[src/rtl/victim_reserve_tracker.sv]
module victim_reserve_tracker #(
  parameter int ENTRIES = 4,
  parameter int SLOTS   = 2,
  parameter int ADDR_W  = 16,
  parameter int SET_W   = 4,
  parameter int WAY_W   = 2,
  localparam int IW = (ENTRIES > 1) ? $clog2(ENTRIES) : 1,
  localparam int SW = (SLOTS > 1) ? $clog2(SLOTS) : 1
) (
  input  logic              clk,
  input  logic              rst_n,
  input  logic              miss_valid,
  input  logic [ADDR_W-1:0] miss_addr,
  input  logic [SET_W-1:0]  miss_set,
  input  logic [WAY_W-1:0]  miss_way,
  output logic              miss_ready,
  output logic [IW-1:0]     miss_id,
  input  logic              fill_valid,
  input  logic [IW-1:0]     fill_id,
  output logic              arr_we,
  output logic [ADDR_W-1:0] arr_addr,
  output logic [SET_W-1:0]  arr_set,
  output logic [WAY_W-1:0]  arr_way,
  output logic              spill_we,
  output logic [SW-1:0]     spill_slot,
  input  logic              drain_valid,
  input  logic [SW-1:0]     drain_slot
);

  logic [ENTRIES-1:0] ent_v, ent_thr, hit;
  logic [ADDR_W-1:0]  ent_addr [ENTRIES];
  logic [SET_W-1:0]   ent_set  [ENTRIES];
  logic [WAY_W-1:0]   ent_way  [ENTRIES];
  logic [SW-1:0]      ent_slot [ENTRIES];
  logic [SLOTS-1:0]   slot_busy;
  logic [SW-1:0]      spill_ptr, ptr_next;

  logic          have_free, thr_hit, accept, fill_live;
  logic [IW-1:0] free_idx, vic_idx;

  always_comb begin
    have_free = 1'b0;
    free_idx  = '0;
    for (int i = ENTRIES - 1; i >= 0; i--)
      if (!ent_v[i]) begin
        have_free = 1'b1;
        free_idx  = IW'(i);
      end
  end

  always_comb begin
    vic_idx = '0;
    for (int i = 0; i < ENTRIES; i++) begin
      hit[i] = ent_v[i] && !ent_thr[i] && ent_set[i] == miss_set &&
               ent_way[i] == miss_way && !(fill_valid && fill_id == IW'(i));
      if (hit[i]) vic_idx = IW'(i);
    end
  end

  assign thr_hit    = |hit;
  assign ptr_next   = (spill_ptr == SW'(SLOTS - 1)) ? '0 : spill_ptr + 1'b1;
  assign miss_ready = have_free && (!thr_hit || !slot_busy[spill_ptr]);
  assign miss_id    = free_idx;
  assign accept     = miss_valid && miss_ready;

  assign fill_live  = fill_valid && ent_v[fill_id];
  assign arr_we     = fill_live && !ent_thr[fill_id];
  assign spill_we   = fill_live && ent_thr[fill_id];
  assign arr_addr   = ent_addr[fill_id];
  assign arr_set    = ent_set[fill_id];
  assign arr_way    = ent_way[fill_id];
  assign spill_slot = ent_slot[fill_id];

  always_ff @(posedge clk) begin
    if (!rst_n) begin
      ent_v     <= '0;
      ent_thr   <= '0;
      slot_busy <= '0;
      spill_ptr <= '0;
    end else begin
      if (fill_live) begin
        ent_v[fill_id]   <= 1'b0;
        ent_thr[fill_id] <= 1'b0;
      end
      if (drain_valid) slot_busy[drain_slot] <= 1'b0;
      if (accept) begin
        ent_v[free_idx]   <= 1'b1;
        ent_thr[free_idx] <= 1'b0;
        if (thr_hit) begin
          ent_thr[vic_idx]     <= 1'b1;
          slot_busy[spill_ptr] <= 1'b1;
          spill_ptr            <= ptr_next;
        end
      end
    end
  end

  always_ff @(posedge clk) begin
    if (accept) begin
      ent_addr[free_idx] <= miss_addr;
      ent_set[free_idx]  <= miss_set;
      ent_way[free_idx]  <= miss_way;
      if (thr_hit) ent_slot[vic_idx] <= spill_ptr;
    end
  end

endmodule


[config.mk]
export PLATFORM = sky130hd
export DESIGN_NAME = victim_reserve_tracker
export DESIGN_NICKNAME = d
export VERILOG_FILES = /design/src/rtl/victim_reserve_tracker.sv
export SDC_FILE = /design/constraint.sdc
export NUM_CORES = 1
export LEC_CHECK = 0
export BUFFER_PORTS_ARGS = -buffer_cell sky130_fd_sc_hd__buf_2
export CORE_MARGIN = 10
export CORE_UTILIZATION = 54
export CTS_CLUSTER_DIAMETER = 80
export DETAILED_ROUTE_END_ITERATION = 7
export PLACE_DENSITY_LB_ADDON = 0.2
export SLEW_MARGIN = 20
export SYNTH_ARGS = -nofsm -noshare
export SYNTH_HDL_FRONTEND = slang
export SYNTH_SLANG_ARGS = --single-unit
[constraint.sdc]
create_clock -name clk -period 4.02 [get_ports clk]
set_clock_uncertainty 0.2 [all_clocks]
set_input_delay 0.201 -clock clk [delete_from_list [all_inputs] [get_ports clk]]
set_output_delay 0.201 -clock clk [all_outputs]
set_load 0.01 [all_outputs]
; ---- After elaboration in Yosys (flattened, before gate mapping)
; Memories as Yosys holds them, arrays and structs flattened.
; Index checks and enable logic that the tools add are counted.
[word_totals]
reg_bits = 11
output_inout_bits = 28
mem_bits_rw = 92
word_cells = 129
inputBits = 30
n_memories = 4
[classes]
n_bitwise = 10
n_reduce_logical = 45
n_addsub = 1
eq_ne = 11
n_mux = 44
n_lt_le_gt_ge = 10
[mem_list]
columns = name, words, width, read_ports, rd_clocked_by_memory_dff, wr, line_no
row1 = ent_addr, 4, 16, 1, 0, 1, 31  ; logic [ADDR_W-1:0] ent_addr [ENTRIES];
row2 = ent_set, 4, 4, 5, 0, 1, 32  ; logic [SET_W-1:0] ent_set [ENTRIES];
row3 = ent_way, 4, 2, 5, 0, 1, 33  ; logic [WAY_W-1:0] ent_way [ENTRIES];
row4 = ent_slot, 4, 1, 1, 0, 1, 34  ; logic [SW-1:0] ent_slot [ENTRIES];
[ops]
columns = operator, count
row1 = 1-bit logical AND, 30
row2 = 4-bit two-way mux, 7
row3 = 1-bit two-way mux, 20
row4 = 2-bit two-way mux, 10
row5 = 4-bit equality test, 4
row6 = 4-bit bitwise AND, 3
row7 = 1-bit zero test, 11
row8 = "2-bit by 3-bit < comparator with 1-bit output, second input constant", 3
row9 = 2-bit equality test, 4
row10 = 4-bit NOT, 2
row11 = 4-bit OR, 2
row12 = 1-bit demux with 2-bit select, 3
row13 = "2-bit by 1-bit greater-or-equal comparator with 1-bit output, second input constant", 3
row14 = 1-bit binary-select mux with 2-bit select, 2
row15 = "2-bit equality test, second input constant", 2
row16 = "1-bit by 2-bit < comparator with 1-bit output, second input constant", 2
row17 = 4-bit OR reduction, 1
row18 = 2-bit bitwise AND, 1
row19 = 1-bit demux with 1-bit select, 2
row20 = "2-bit by 1-bit equality test with 1-bit output, second input constant", 1
row21 = "1-bit greater-or-equal comparator, second input constant", 2
row22 = 2-bit zero test, 1
row23 = 2-bit NOT, 1
row24 = 2-bit OR, 1
row25 = 3 further kinds, 3

; ---- Logic depth before layout (Yosys ltp)
; Gate-level depths: netlist of run 1.
[logic_depth]
word_depth = 15
depth_mapped = 7
depth_no_buf = 6

; ---- Worst setup path after synthesis of run 1
; OpenSTA, ideal clock, no wires.
[synth_timing]
kind = reg2reg
startpoint = reg ent_v[0]
endpoint = mem ent_addr[3][0] (enable)
n_path_buf = 1
slack_ns = 1.017
path_stages_with_launch = 7
required_ns = 3.419
synth_period_minus_slack_ns = 3.003
setup_time_ns = 0.401
t_arrival_ns = 2.403
cell_sequence = dfxtp_1 clkdlybuf4s15_1 o31a_1 and3_4 nor4_4 o211ai_1 nor2_1
[synth_via]
elab_chain_cells = 11
word_cells_on_any_way = 13
classes_between = mux (4) / reduce/logical (9)
[synth_rtl]
columns = element, line_no
row1 = "start, declared", 30  ; logic [ENTRIES-1:0] ent_v, ent_thr, hit;
row2 = "start signal, assigned", 76  ; ent_v <= '0;
row3 = "start signal, assigned by index", 82  ; ent_v[fill_id] <= 1'b0;
row4 = "start signal, assigned by index", 87  ; ent_v[free_idx] <= 1'b1;
row5 = 1-bit logical AND (3 in a row), 54  ; hit[i] = ent_v[i] && !ent_thr[i] && ent_set[i] == miss_set &&
row6 = 1-bit logical AND, 55  ; ent_way[i] == miss_way && !(fill_valid && fill_id == IW'(i));
row7 = 4-bit OR reduction, 60  ; assign thr_hit = |hit;
row8 = 1-bit zero test, 62  ; assign miss_ready = have_free && (!thr_hit || !slot_busy[spill_ptr]);
row9 = 1-bit logical OR, 62
row10 = 1-bit logical AND, 62
row11 = 1-bit logical AND, 64  ; assign accept = miss_valid && miss_ready;
row12 = 1-bit two-way mux, 99  ; if (accept) begin
row13 = 1-bit two-way mux (not written as such), 100  ; ent_addr[free_idx] <= miss_addr;
row14 = "end, declared", 31
; Parallel ways exist; a longest one is shown, timed or not.

; ---- Final worst setup path of run 1
[layout_timing]
startpoint = in miss_set[0]
endpoint = mem ent_set[2][1] (enable)
[layout_via]
elab_chain_cells = 11
word_cells_on_any_way = 23
classes_between = eq/ne (4) / mux (2) / reduce/logical (17)
[layout_rtl]
columns = element, line_no
row1 = "start, declared", 14  ; input logic [SET_W-1:0] miss_set,
row2 = 4-bit equality test, 54
row3 = 1-bit logical AND (2 in a row), 54
row4 = 1-bit logical AND, 55
row5 = 4-bit OR reduction *, 60
row6 = 1-bit zero test *, 62
row7 = 1-bit logical OR *, 62
row8 = 1-bit logical AND *, 62
row9 = 1-bit logical AND *, 64
row10 = 1-bit two-way mux *, 99
row11 = 1-bit two-way mux (not written as such) *, 101  ; ent_set[free_idx] <= miss_set;
row12 = "end, declared", 32
; Every way passes the cells marked *; elsewhere a longest branch is shown, timed or not.

==> results of run 1 <==
worst min-delay path, cell delays in order:
cell	delay, ns
buf_2	0.10
nand2_1	0.07
a32oi_1	0.05
nor2b_1	0.11
cells by family (layout without fill, tap and decap cells):
kind of cell / after synthesis / after routing
AOI/OAI and AO/OA: 29 / 29
xor gates and xnor gates: 24 / 24
buffers and inverters: 16 / 111
DFF: 103 / 103
muxes: 26 / 26
and+or+nand+nor: 60 / 60
cell usage in the layout (no fill, tap or decap), drive strengths merged, types with 2 or more instances in the layout:
master       count
a21o             2
a21oi            4
and2             4
and3             3
buf             64
clkbuf           9
clkinv           3
clkinvlp         2
dfxtp           11
dlygate4sd3     25
edfxtp          92
inv              7
mux4            24
nand2           14
nand2b           3
nand3            5
nand4            2
nand4b           2
nor2             6
nor2b            2
nor3             4
nor4             9
o2111a           2
o211ai           5
o21ai            6
or4              2
xnor2           11
xor2            13
sequential cells by signal, summed over array words and instances (netlist names):
register,flops
ent_slot,4
slot_busy,2
ent_addr,64
ent_v,4
spill_ptr,1
ent_set,16
ent_way,8
ent_thr,4
final cells by class:
| type | instances | area, um^2 |
|---|---|---|
| flip-flops and latches | 103 | 2980 |
| fillers | 564 | 2550 |
| multi-input cells | 139 | 1370 |
| repair buffers | 89 | 601 |
| well taps | 102 | 128 |
| clock buffers | 9 | 124 |
| clock inverters | 7 | 72.6 |
| inverters | 6 | 22.5 |
power groups by stage:
| stage | clock, mW | combinational [mW] | sequential [mW] |
|---|---|---|---|
| finish | 0.652 | 0.203 | 1.21 |
| global route | 0.699 | 0.220 | 1.22 |
| CTS | 0.655 | 0.205 | 1.21 |
| detailed placement | 0 | 0.186 | 1.24 |
| global placement | 0 | 0.185 | 1.24 |
| floorplan | 0 | 0.108 | 1.23 |
metal layers:
| layer | up-vias | global-route usage [%] | wire, um |
|---|---|---|---|
| li1 | 1207 | - | - |
| met1 | 1305 | 19.3 | 4030 |
| met2 | 91 | 25.2 | 4780 |
| met3 | 13 | 4.05 | 647 |
| met4 | 0 | 5.35 | 152 |
| met5 | - | 0 | 0 |
final timing paths:
check | slack, ns | to | from
hold / removal | 0.02 | slot_busy[1]$_SDFF_PN0_ | drain_valid
setup / recovery | 1.09 | ent_set[2][1]$_DFFE_PP_ | miss_set[0]
hold reg to reg | 0.28 | ent_thr[1]$_SDFF_PN0_ | ent_thr[1]$_SDFF_PN0_
setup reg to reg | 1.19 | ent_set[2][1]$_DFFE_PP_ | ent_v[3]$_SDFF_PN0_
timing repair:
item,4_1_cts,5_1_grt
setup buffers,0,0
resized for setup,0,0
endpoints found under the hold margin,92,0
hold buffers,25,0
==> impl_metrics.py, run 1 <==
metrics = {
    "run_status": {
        "status": "complete, no violations",
    },
    "setup_path": {
        "cpLargestDelayFamily": "buffers and inverters",
        "crit_chain": "dlygate4sd3_1 > buf_2 > xnor2_1 > nand4_1 > nor4_2 > nor4_4 > o211ai_1 > inv_1 > buf_12",
        "worst_ep_required_time_ns": 3.95,
        "critPathBufInv": 4,
        "critPathMaxFanout": 12,
        "worst-setup-path-type": "in2reg",
        "cp.arrival_ns": 2.87,
        "r2r_cells": 7,
        "slowest_delay_ns": 0.54,
        "cp_slowest_cell": "nor4_2",
        "crit_cells": 9,
        "endpoint_kind": "flop",
        "setup.worst_path.start_class": "input port",
    },
    "flow_run": {
        "maxCapViolations": 0,
    },
    "sta": {
        "fin_crit_ns": 2.93,
        "setup_violations": 0,
        "tightest_slew_ns": 0.769,
        "grt_setup_unrepaired": "false",
        "final-hold-violation-count": 0,
        "timing.fmax_mhz": 341,
        "slew_violations": 0,
        "post-route-period-util_pct": 73.0,
        "finalSetupTns_ns": 0,
        "hold_slack_ns": 0.0167,
        "timing.final.ws_setup_ns": 1.09,
        "slew_headroom_pct": 48.7,
    },
    "power_and_ir_drop": {
        "pwr-share-comb_pct": 9.8,
        "vdd_drop_max_uv": 247,
        "swShare_pct": 23.5,
        "p_sw_mw": 0.487,
        "power_frac_clock_pct": 31.5,
        "power.share.sequential_pct": 58.7,
        "power_per_cell_area_mw_per_mm2": 391,
        "leakage_nw": 1.87,
        "internal_power_mw": 1.58,
        "totalPowerFinal_mw": 2.07,
    },
    "placed_design": {
        "hpwl_um": 6240,
        "io_buffers": 57,
        "dpl.cell_count": 414,
        "place_congestion": 0.810,
        "preCtsSetupSlack_ns": 0.841,
        "postPlaceCellArea_mm2": 0.00485,
    },
    "die": {
        "die_h_um": 111,
        "num_rows": 32,
        "die_x_um": 111,
        "io_pins": 58,
        "coreArea_mm2": 0.00785,
        "die-area_mm2": 0.0122,
        "start_util_pct": 56.4,
    },
    "worst_hold_path": {
        "min_path_cells": 4,
        "min-delay-path-class": "in2reg",
    },
    "finish": {
        "drive_gt1_share_pct": 33.4,
        "n_antenna_cell": 0,
        "final_area_mm2": 0.00530,
        "fin_util_pct": 67.5,
        "area_growth_syn_to_layout_pct": 19.7,
        "final_cell_count_no_fill": 455,
        "nets": 378,
    },
    "routing": {
        "drt_iter0_markers": 104,
        "vias_per_cell": 5.75,
        "ant_nets": 0,
        "vias": 2616,
        "wl_per_cell_um": 21.1,
        "dr.pass1.iters": 4,
        "drc": 0,
        "routed_wl_um": 9610,
    },
    "clocking": {
        "tritoncts": "built",
        "path_clk_slew_ns": 0.09,
        "cts_buffers": 9,
        "clock_latency_ns": 0.36,
        "clockRootBuffer": "clkbuf_8",
        "cts.sinks": 103,
        "h-tree-depth": 3,
        "cts.path.max_buffers": 2,
    },
    "logic_synthesis": {
        "netlist_top_cells_area": "edfxtp_1, mux4_2, dfxtp_1, xor2_1, xnor2_1",
        "syn_area_per_cell_um2": 17.2,
        "synth_compound_area_share_pct": 5.03,
        "yosys-top-cells-count": "edfxtp_1, mux4_2, nand2_1, xor2_1",
        "synth_top_family_by_area": "multiplexers",
        "synth-xor-area-share_pct": 4.75,
        "syn_nets": 288,
        "synth.most_common_cell": "edfxtp_1",
        "synth_edf_count": 92,
        "ys_seq_area_share_pct": 67.4,
        "syn_area_mm2": 0.00443,
        "synth-seq-cells": 103,
        "synth_top_area_cell": "edfxtp_1",
        "synth.area.mux_share_pct": 12.7,
        "yosys_warnings": 0,
        "postSynth.asyncResetShare_pct": 0,
        "post_synth_num_cell_types": 52,
        "ys.flop_type": "edfxtp_1",
        "synth_adder_area_share_pct": 0,
        "synth_top_area_share_pct": 62.4,
        "syn-instance-count": 258,
        "synth-simple-area-share_pct": 8.36,
    },
    "global_routing": {
        "grt_overflow_total": 0,
        "grt_pass1_wl_um": 15200,
        "antenna_found_initial": 0,
        "grt.total_usage_pct": 15.4,
        "grt_max_degree": 34,
        "grt_pass1_vias": 2775,
    },
}
No activity file was read; power rests on OpenSTA's default activity.
==> run 2: changes to the inputs <==
Settings changed: ABC_AREA set to 1, CORE_UTILIZATION 54 to 52.
Clock period 4.02 ns to 2.4 ns, I/O delays scaled along.
==> impl_metrics.py, run 2 <==
metrics = {
    "run_status": {
        "status": "complete, no violations",
    },
    "clocking": {
        "cts_buffers": 9,
        "path_clk_slew_ns": 0.10,
        "clockRootBuffer": "clkbuf_8",
        "h-tree-depth": 3,
        "cts.sinks": 103,
        "tritoncts": "built",
        "cts.path.max_buffers": 2,
        "clock_latency_ns": 0.36,
    },
    "placed_design": {
        "preCtsSetupSlack_ns": 0.159,
        "hpwl_um": 8200,
        "place_congestion": 0.974,
        "io_buffers": 57,
    },
    "logic_synthesis": {
        "syn-instance-count": 474,
        "synth_top_area_cell": "edfxtp_1",
        "postSynth.asyncResetShare_pct": 0,
        "synth_edf_count": 92,
        "ys.flop_type": "edfxtp_1",
        "netlist_top_cells_area": "edfxtp_1, nand2_1, a22oi_1, inv_1, dfxtp_1",
        "synth-seq-cells": 103,
        "post_synth_num_cell_types": 30,
        "yosys-top-cells-count": "nand2_1, edfxtp_1, inv_1, nor2_1, a22oi_1",
        "yosys_warnings": 0,
        "syn_nets": 504,
        "synth_top_area_share_pct": 58.8,
        "syn_area_mm2": 0.00470,
        "syn_area_per_cell_um2": 9.92,
        "ys_seq_area_share_pct": 63.5,
        "synth.most_common_cell": "nand2_1",
    },
    "routing": {
        "maxUsedRoutingLayer": "met4",
        "dr_wl_met3_um": 1230,
        "routed_wl_um": 12900,
        "wl_per_cell_um": 18.2,
        "vias_per_cell": 5.42,
        "ant_nets": 0,
        "dr.pass1.iters": 5,
        "drt-met1-wl_um": 5100,
        "drc": 0,
        "vias": 3842,
        "drt_iter0_markers": 311,
        "wl_met2_um": 6300,
    },
    "global_routing": {
        "antenna_found_initial": 0,
        "grt_pass1_vias": 3708,
        "grt_max_degree": 23,
        "grt_overflow_total": 0,
        "grt.total_usage_pct": 18.4,
        "grt_pass1_wl_um": 19200,
    },
    "die": {
        "coreArea_mm2": 0.00876,
        "die-area_mm2": 0.0132,
        "die_x_um": 115,
        "die_h_um": 115,
        "io_pins": 58,
        "num_rows": 34,
        "start_util_pct": 53.6,
    },
    "sta": {
        "tightest_slew_ns": 0.513,
        "timing.final.ws_setup_ns": 0.0846,
        "final-hold-violation-count": 0,
        "fin_crit_ns": 2.32,
        "slew_violations": 0,
        "post-route-period-util_pct": 96.5,
        "slew_headroom_pct": 65.5,
        "timing.fmax_mhz": 432,
        "setup_violations": 0,
        "finalSetupTns_ns": 0,
    },
    "finish": {
        "final_common_cell": "nand2_1",
        "area_growth_syn_to_layout_pct": 29.1,
        "fillers": 670,
        "n_antenna_cell": 0,
        "biggestRegsByFlops": "ent_addr (64), ent_set (16), ent_way (8)",
        "final_cell_mix": "nand2_1, edfxtp_1, inv_1, buf_2, nor2_1",
        "drive_gt1_share_pct": 24.3,
        "fin_util_pct": 69.2,
        "largest_reg_flops": 64,
        "top_register": "ent_addr",
        "nets": 626,
    },
    "power_and_ir_drop": {
        "leakage_nw": 2.60,
        "power_per_cell_area_mw_per_mm2": 578,
        "vdd_drop_max_uv": 814,
    },
    "flow_run": {
        "maxCapViolations": 0,
    },
    "setup_path": {
        "worst_ep_required_time_ns": 2.28,
        "worst-setup-path-type": "in2reg",
        "critPathMaxFanout": 9,
        "endpoint_kind": "flop",
        "cp.arrival_ns": 2.19,
        "setup.worst_path.start_class": "input port",
    },
    "worst_hold_path": {
        "min-delay-path-class": "in2reg",
    },
}
-- run 2: cell types whose count changed in the layout (fill, tap and decap cells not counted), moves of 11 or more --
cell,before,now
xnor2_1,11,0
buf_4,6,23
nand2_1,14,143
nor2_1,4,43
inv_1,5,52
a22oi_1,0,32
xor2_1,13,0
mux4_2,24,0
-- run 2: layout make-up --
class | instances | area (um^2) | area share (%)
clock buffer | 9 | 124 | 2.04
timing repair buffer | 118 | 1010 | 16.6
sequential | 103 | 2980 | 49.2
inverter | 66 | 285 | 4.70
tap | 108 | 135 | 2.23
multi-input combinational | 298 | 1480 | 24.4
clock inverter | 7 | 55.1 | 0.907
-- run 2: final timing paths --
path	start	to	slack (ns)	cells past startpoint
worst min register to register	slot_busy[1]$_SDFF_PN0_	slot_busy[1]$_SDFF_PN0_	0.27	2
worst min-delay path	rst_n	ent_v[1]$_SDFF_PN0_	0.03	3
worst max-delay path	miss_way[0]	ent_addr[3][13]$_DFFE_PP_	0.08	16
worst max register to register	ent_way[2][0]$_DFFE_PP_	ent_addr[3][13]$_DFFE_PP_	0.09	14
-- run 2: power by group --
part           internal [mW]  leakage [nW]  total, mW  switching (mW)
logic                  0.198          1.58      0.473           0.275
clock network          0.389        0.0883      0.996           0.607
registers               2.01         0.930       2.03          0.0224
total                   2.60          2.60       3.50           0.905
-- run 2: cell families after synthesis --
family / synth area share, %
AO/OA/AOI/OAI: 9.50
buffers and inverters: 5.88
flip-flops: 63.5
AND/OR/NAND/NOR: 21.2
-- run 2: metal layers --
layer	vias up	GRT usage, %
met3	20	4.95
li1	1852	-
met5	-	0
met2	189	30.4
met4	0	5.53
met1	1781	23.1
-- run 2: through the flow --
step | std cells | total power [mW] | hold WS, ns | area [um^2]
final | 709 | 3.50 | 0.0274 | 6070
after global routing | 709 | 3.64 | 0.0583 | 6070
after CTS | 688 | 3.45 | 0.00245 | 5690
after detailed placement | 647 | 2.45 | 0.138 | 5260
after global placement | 647 | 2.45 | 0.132 | 5260
after floorplan | 474 | 2.27 | 0.0189 | 4700
-- run 2: worst max-delay path, cell delays in order --
cell and delay (ns):
dlygate4sd3_1 0.56, buf_6 0.15, inv_4 0.06, nand2_2 0.06, nand2_2 0.08, nor2_1 0.04, nand2_1 0.09, nor2_1 0.05
nor2_1 0.10, nand2_1 0.09, nand2_2 0.11, nand2_4 0.08, nor2_8 0.23, nand2_4 0.11, inv_8 0.10, clkbuf_16 0.15
-- run 2: repair_timing --
action | in CTS | in global routing
hold endpoints to repair | 90 | 0
setup buffers | 0 | 12
endpoints found under the setup margin | 0 | 89
gates resized for setup | 0 | 52
hold buffers | 25 | 0
